### src/rtl/chs_pkg.sv
package chs_pkg;
  localparam int HDR_W   = 8;
  localparam int WIDTH_W = 5;
  localparam int METH_W  = 3;

  // one-hot method positions
  localparam int OH_NONE  = 0;
  localparam int OH_BFP   = 1;
  localparam int OH_MULAW = 2;

  function automatic logic [WIDTH_W-1:0] width_of(input logic [3:0] code);
    return (code == 4'd0) ? WIDTH_W'(16) : {1'b0, code};
  endfunction

  function automatic logic [METH_W-1:0] meth_of(input logic [3:0] code);
    logic [METH_W-1:0] oh;
    oh = '0;
    case (code)
      4'd0:    oh[OH_NONE]  = 1'b1;
      4'd1:    oh[OH_BFP]   = 1'b1;
      4'd3:    oh[OH_MULAW] = 1'b1;
      default: oh = '0;
    endcase
    return oh;
  endfunction
endpackage

### src/rtl/chs_cfg_regs.sv
module chs_cfg_regs #(
  parameter int CFG_AW = 2,
  parameter int CFG_DW = 32
) (
  input  logic                        clk,
  input  logic                        rst,
  input  logic                        cfg_we,
  input  logic [CFG_AW-1:0]           cfg_addr,
  input  logic [chs_pkg::HDR_W-1:0]   cfg_wdata,
  input  logic                        bad_evt,
  output logic [chs_pkg::HDR_W-1:0]   static_hdr,
  output logic                        mode,
  output logic                        err,
  output logic                        mask,
  output logic [CFG_DW-1:0]           rdata
);
  localparam logic [CFG_AW-1:0] A_HDR  = CFG_AW'(0);
  localparam logic [CFG_AW-1:0] A_MODE = CFG_AW'(1);
  localparam logic [CFG_AW-1:0] A_ERR  = CFG_AW'(2);
  localparam logic [CFG_AW-1:0] A_MASK = CFG_AW'(3);

  logic clr_req;
  logic [CFG_DW-1:0] rd_mux;

  assign clr_req = cfg_we && (cfg_addr == A_ERR) && cfg_wdata[0];

  always_ff @(posedge clk) begin
    if (rst) begin
      static_hdr <= '0;
      mode       <= 1'b0;
      mask       <= 1'b0;
      err        <= 1'b0;
    end else begin
      if (cfg_we && cfg_addr == A_HDR)  static_hdr <= cfg_wdata;
      if (cfg_we && cfg_addr == A_MODE) mode       <= cfg_wdata[0];
      if (cfg_we && cfg_addr == A_MASK) mask       <= cfg_wdata[0];
      // new error wins over a clear in the same cycle
      err <= bad_evt | (err & ~clr_req);
    end
  end

  always_comb begin
    rd_mux = '0;
    case (cfg_addr)
      A_HDR:   rd_mux[chs_pkg::HDR_W-1:0] = static_hdr;
      A_MODE:  rd_mux[0] = mode;
      A_ERR:   rd_mux[0] = err;
      A_MASK:  rd_mux[0] = mask;
      default: rd_mux = '0;
    endcase
  end

  always_ff @(posedge clk) begin
    if (rst) rdata <= '0;
    else     rdata <= rd_mux;
  end

  assert_err_set_R6: assert property (@(posedge clk) disable iff (rst)
    bad_evt |=> err);
  assert_err_hold_R6: assert property (@(posedge clk) disable iff (rst)
    (err && !clr_req) |=> err);
  assert_mode_rd_R8: assert property (@(posedge clk) disable iff (rst)
    (cfg_addr == A_MODE && !cfg_we) |=> (rdata[CFG_DW-1:1] == '0));
endmodule

### src/rtl/chs_hdr_sel.sv
module chs_hdr_sel (
  input  logic                          clk,
  input  logic                          rst,
  input  logic                          sec_stb,
  input  logic [chs_pkg::HDR_W-1:0]     sec_hdr,
  input  logic [chs_pkg::HDR_W-1:0]     static_hdr,
  input  logic                          mode,
  output logic                          bad_evt,
  output logic                          out_vld,
  output logic [chs_pkg::WIDTH_W-1:0]   out_width,
  output logic [chs_pkg::METH_W-1:0]    out_meth,
  output logic                          out_bad,
  output logic                          out_mode
);
  import chs_pkg::*;

  logic [HDR_W-1:0]   sel_hdr;
  logic [METH_W-1:0]  meth_d;
  logic [WIDTH_W-1:0] width_d;

  // mode is sampled only at a section strobe
  assign sel_hdr = mode ? sec_hdr : static_hdr;
  assign width_d = width_of(sel_hdr[7:4]);
  assign meth_d  = meth_of(sel_hdr[3:0]);
  assign bad_evt = sec_stb && (meth_d == '0);

  always_ff @(posedge clk) begin
    if (rst) begin
      out_vld   <= 1'b0;
      out_width <= '0;
      out_meth  <= '0;
      out_bad   <= 1'b0;
      out_mode  <= 1'b0;
    end else begin
      out_vld <= sec_stb;
      if (sec_stb) begin
        out_width <= width_d;
        out_meth  <= meth_d;
        out_bad   <= (meth_d == '0);
        out_mode  <= mode;
      end
    end
  end

  assert_width_range_R1: assert property (@(posedge clk) disable iff (rst)
    out_vld |-> (out_width != '0 && out_width <= WIDTH_W'(16)));
  assert_meth_onehot_R2: assert property (@(posedge clk) disable iff (rst)
    out_vld |-> ($onehot0(out_meth) && (out_bad == (out_meth == '0))));
  assert_mode_stable_R4: assert property (@(posedge clk) disable iff (rst)
    !sec_stb |=> $stable(out_mode));
  assert_vld_pulse_R10: assert property (@(posedge clk) disable iff (rst)
    (out_vld && !sec_stb) |=> !out_vld);
endmodule

### src/rtl/comp_hdr_check.sv
module comp_hdr_check #(
  parameter int CFG_AW = 2,
  parameter int CFG_DW = 32
) (
  input  logic              clk,
  input  logic              rst,
  input  logic              cfg_we_i,
  input  logic [CFG_AW-1:0] cfg_addr_i,
  input  logic [7:0]        cfg_wdata_i,
  output logic [CFG_DW-1:0] cfg_rdata_o,
  input  logic              sec_stb_i,
  input  logic [7:0]        sec_hdr_i,
  output logic              hdr_vld_o,
  output logic [4:0]        hdr_width_o,
  output logic [2:0]        hdr_meth_o,
  output logic              hdr_bad_o,
  output logic              hdr_mode_o,
  output logic              err_o,
  output logic              irq_o
);
  logic [7:0] static_hdr;
  logic       mode, err, mask, bad_evt;

  chs_cfg_regs #(.CFG_AW(CFG_AW), .CFG_DW(CFG_DW)) u_regs (
    .clk(clk), .rst(rst), .cfg_we(cfg_we_i), .cfg_addr(cfg_addr_i),
    .cfg_wdata(cfg_wdata_i), .bad_evt(bad_evt), .static_hdr(static_hdr),
    .mode(mode), .err(err), .mask(mask), .rdata(cfg_rdata_o)
  );

  chs_hdr_sel u_sel (
    .clk(clk), .rst(rst), .sec_stb(sec_stb_i), .sec_hdr(sec_hdr_i),
    .static_hdr(static_hdr), .mode(mode), .bad_evt(bad_evt),
    .out_vld(hdr_vld_o), .out_width(hdr_width_o), .out_meth(hdr_meth_o),
    .out_bad(hdr_bad_o), .out_mode(hdr_mode_o)
  );

  assign err_o = err;
  assign irq_o = err & ~mask;
endmodule

### config.mk
export PLATFORM = sky130hd
export DESIGN_NAME = comp_hdr_check
export DESIGN_NICKNAME = d
export VERILOG_FILES = /design/src/rtl/chs_pkg.sv /design/src/rtl/chs_cfg_regs.sv /design/src/rtl/chs_hdr_sel.sv /design/src/rtl/comp_hdr_check.sv
export SDC_FILE = /design/constraint.sdc
export NUM_CORES = 1
export LEC_CHECK = 0
export BUFFER_PORTS_ARGS = -buffer_cell sky130_fd_sc_hd__buf_2
export CAP_MARGIN = 5
export CORE_MARGIN = 4
export CORE_UTILIZATION = 50
export DETAILED_ROUTE_END_ITERATION = 10
export PLACE_DENSITY = 0.82
export SYNTH_ARGS = -nofsm -noshare
export SYNTH_HDL_FRONTEND = slang
export SYNTH_HIERARCHICAL = 1
export SYNTH_SLANG_ARGS = --single-unit
### constraint.sdc
create_clock -name clk -period 2.2 [get_ports clk]
set_clock_uncertainty 0.2 [all_clocks]
set_input_delay 0.11 -clock clk [delete_from_list [all_inputs] [get_ports clk]]
set_output_delay 0.11 -clock clk [all_outputs]
set_load 0.005 [all_outputs]
==> flow_summary.ini <==
[worst_setup_path]
cp_data_arrival_time_ns = 2.15
cpPeakStageDelay_ns = 0.57
r2r_slack_ns = 0.16
path_cells = dlygate4sd3_1, buf_2, nand3_1, dlygate4sd3_1, mux2i_1, dlygate4sd3_1
r2r_cells = 5
rr_endpoint = u_sel/out_width[4]
cp_max_fo = 4
worstSetupStartpoint = cfg_we_i
end_kind = flip-flop
path_class = input port to flip-flop
crit_path_frequent_cell = dlygate4sd3_1
start_kind = input port
r2r-start = u_regs/mode
crit_end = u_regs/mask
crit_slowest_cell = dlygate4sd3_1
crit_required_ns = 2.28

[grt]
grt_use_total = 0.1698
overflow = 0
grt_max_degree = 34
first_global_vias = 1115
antenna_found_initial = 0
grt_pass1_wl_um = 5264

[synthesis]
synth-async-reset-ratio = 0
netlist_top_cells_count = dfxtp_1 (30), buf_4 (26), nand2b_1 (19)
yosys_warnings = 6
syn_area_sq_mm = 0.001490
syn_avg_cell_area_sq_um = 10.00
yosysSeqAreaShare = 0.4030
postSynthCellCount = 149
yosysTopAreaCellShare = 0.4030
synth_flop_cell = dfxtp_1
synth_most_common_cell = dfxtp_1
synth_top_cell_by_area = dfxtp_1
ys_types = 34
synth.ff_latch_count = 30
ys_top_cells_by_area = dfxtp_1 (40%), buf_4 (13%), mux2i_1 (11%)
synth_edf_count = 0

[route]
wirelength_um = 3226
post-route-drc-count = 0
vias_per_cell = 4.848
dr.pass1.iters = 4
vias = 1183
ant_nets = 0
drt_iter0_drc = 13
wl_per_cell_um = 13.22

[power_and_ir_drop]
clockPowerShare = 0.351
finalPower_uw = 1143
ir_drop_mv = 0.3288
swShare = 0.2403
switching_power_uw = 274.6
power_density_mw_per_mm2 = 601.8
seqPwrFrac = 0.505
p_int_uw = 868.4
comb_power_share = 0.145
p_leak_uw = 0.0008641

[clock_tree]
max-clock-path-buffers = 2
worstSkewPairLatency_ns = 0.32
htreeDepth = 2
cts_inserted_buffers = 5
clock-root-buffer = clkbuf_4
postCtsSetupRepairBufs = 0
clk_pin_slew_ns = 0.09
cts_tree = yes
cts_sinks = 30

[timing]
relSlewSlack = 0.5274
fin_crit_sh = 0.9406
fin_setup_tns_ns = 0
slew_viol_final = 0
worstMarginPinSlew_ns = 0.7035
fmax_mhz = 483.2
rsz0062_at_grt = false
layout_setup_ws_ns = 0.1306
layout_min_cycle_time_ns = 2.069
setup_viol = 0
hold_viol = 0

[floorplanning]
rows = 19
top_level_ports = 67
die_height_um = 62.59
core_area_sq_mm = 0.002805
die_area_sq_mm = 0.003918
initial_core_util = 0.5312
die_x_um = 62.59

[place]
port-buffer-count = 42
place.gp.congestion = 0.8377
dp_hpwl_um = 2243
dp_slack_ns = 0.3575

[layout]
drive_gt1_frac = 0.2958
nets = 234
antenna-diode-count = 0
syn_to_final_growth_pct = 27.46
final_util = 0.6771

[job]
drv_cap = 0

[run_status]
status = complete, no violations

[hold_path]
min_path_type = input port to flip-flop
-- placed cells by master, fill, tap and decap left out --
cell,n
mux4_2,1
inv_1,4
o211ai_1,1
buf_2,42
dfxtp_1,29
a211oi_1,5
a21oi_1,2
clkbuf_8,3
nor3b_2,1
conb_1,24
nand3b_1,1
mux2i_1,16
o22ai_1,1
nor4b_2,1
and2_1,8
buf_4,2
o21ai_1,1
nor2b_4,2
nand3_1,2
nor3_2,1
o32ai_1,1
nor2b_1,1
dfxtp_2,1
mux2i_4,1
dlygate4sd3_1,20
o2111ai_1,1
clkbuf_4,5
mux2_2,1
o41ai_2,1
nor3b_1,1
and4b_2,1
nor4_1,1
nand2_1,2
nor3_1,1
nor2_1,8
o21a_1,1
nand2b_1,19
-- worst max-delay path: cells and delay by family --
| family | cells | cell delay, ns |
|---|---|---|
| buffers and inverters | 4 | 1.80 |
| multiplexers | 1 | 0.17 |
| AND/OR/NAND/NOR | 1 | 0.07 |
-- metal layers --
layer	part of all wire	up-vias	track usage
li1	-	581	-
met1	0.38	542	0.1763
met2	0.52	49	0.2983
met3	0.073	11	0.06655
met4	0.026	0	0.07989
met5	0	-	0
-- sequential cells by signal (all words and copies together) (netlist names) --
| name | flops |
|---|---|
| u_regs/mask | 1 |
| u_sel/out_mode | 1 |
| u_sel/out_meth | 3 |
| u_regs/static_hdr | 8 |
| u_regs/rdata | 8 |
| u_sel/out_bad | 1 |
| u_sel/out_width | 5 |
| u_regs/mode | 1 |
| u_regs/err | 1 |
| u_sel/out_vld | 1 |
-- repair_timing --
action	in CTS	in global routing
hold endpoints to repair	19	0
hold buffers	20	0
setup endpoints to repair	0	1
resized for setup	0	1
-- power by group through the flow --
stage / registers, uW / logic (uW) / clock network [uW]
3_3_place_gp: 589 / 130 / 0
4_1_cts: 577 / 162 / 408
3_5_place_dp: 589 / 134 / 0
5_1_grt: 581 / 181 / 434
2_1_floorplan: 588 / 115 / 0
6_report: 577 / 166 / 401
-- worst min path at each step --
stage,from,to,cells past startpoint
3_5_place_dp,cfg_wdata_i[1],u_regs/static_hdr[1],3
2_1_floorplan,rst,u_sel/out_vld,1
3_3_place_gp,cfg_wdata_i[1],u_regs/static_hdr[1],3
4_1_cts,rst,u_regs/rdata[0],2
6_report,rst,u_regs/rdata[0],2
5_1_grt,rst,u_regs/rdata[0],2
-- final cells by class --
type | count | area (sq um)
inverters | 4 | 15.01
well taps | 31 | 38.79
fillers | 232 | 905.9
clock buffers | 8 | 78.83
repair buffers | 64 | 425.4
flip-flops and latches | 30 | 601.8
multi-input cells | 107 | 739.5
-- cell families after synthesis --
family                 synth area share
AOI/OAI and AO/OA               0.07222
and+or+nand+nor                  0.2183
muxes                            0.1453
DFF                              0.4030
buffers and inverters            0.1587
other                          0.002516
-- metrics by stage --
| stage | hold WS, ns | instances | area [sq um] |
|---|---|---|---|
| 2_1_floorplan | -0.006912 | 172 | 1577 |
| 3_3_place_gp | 0.1754 | 216 | 1619 |
| 3_5_place_dp | 0.1810 | 216 | 1619 |
| 4_1_cts | 0.02413 | 244 | 1898 |
| 5_1_grt | 0.06385 | 244 | 1899 |
| 6_report | 0.02307 | 244 | 1899 |
Power figures use the tool's default switching activity.
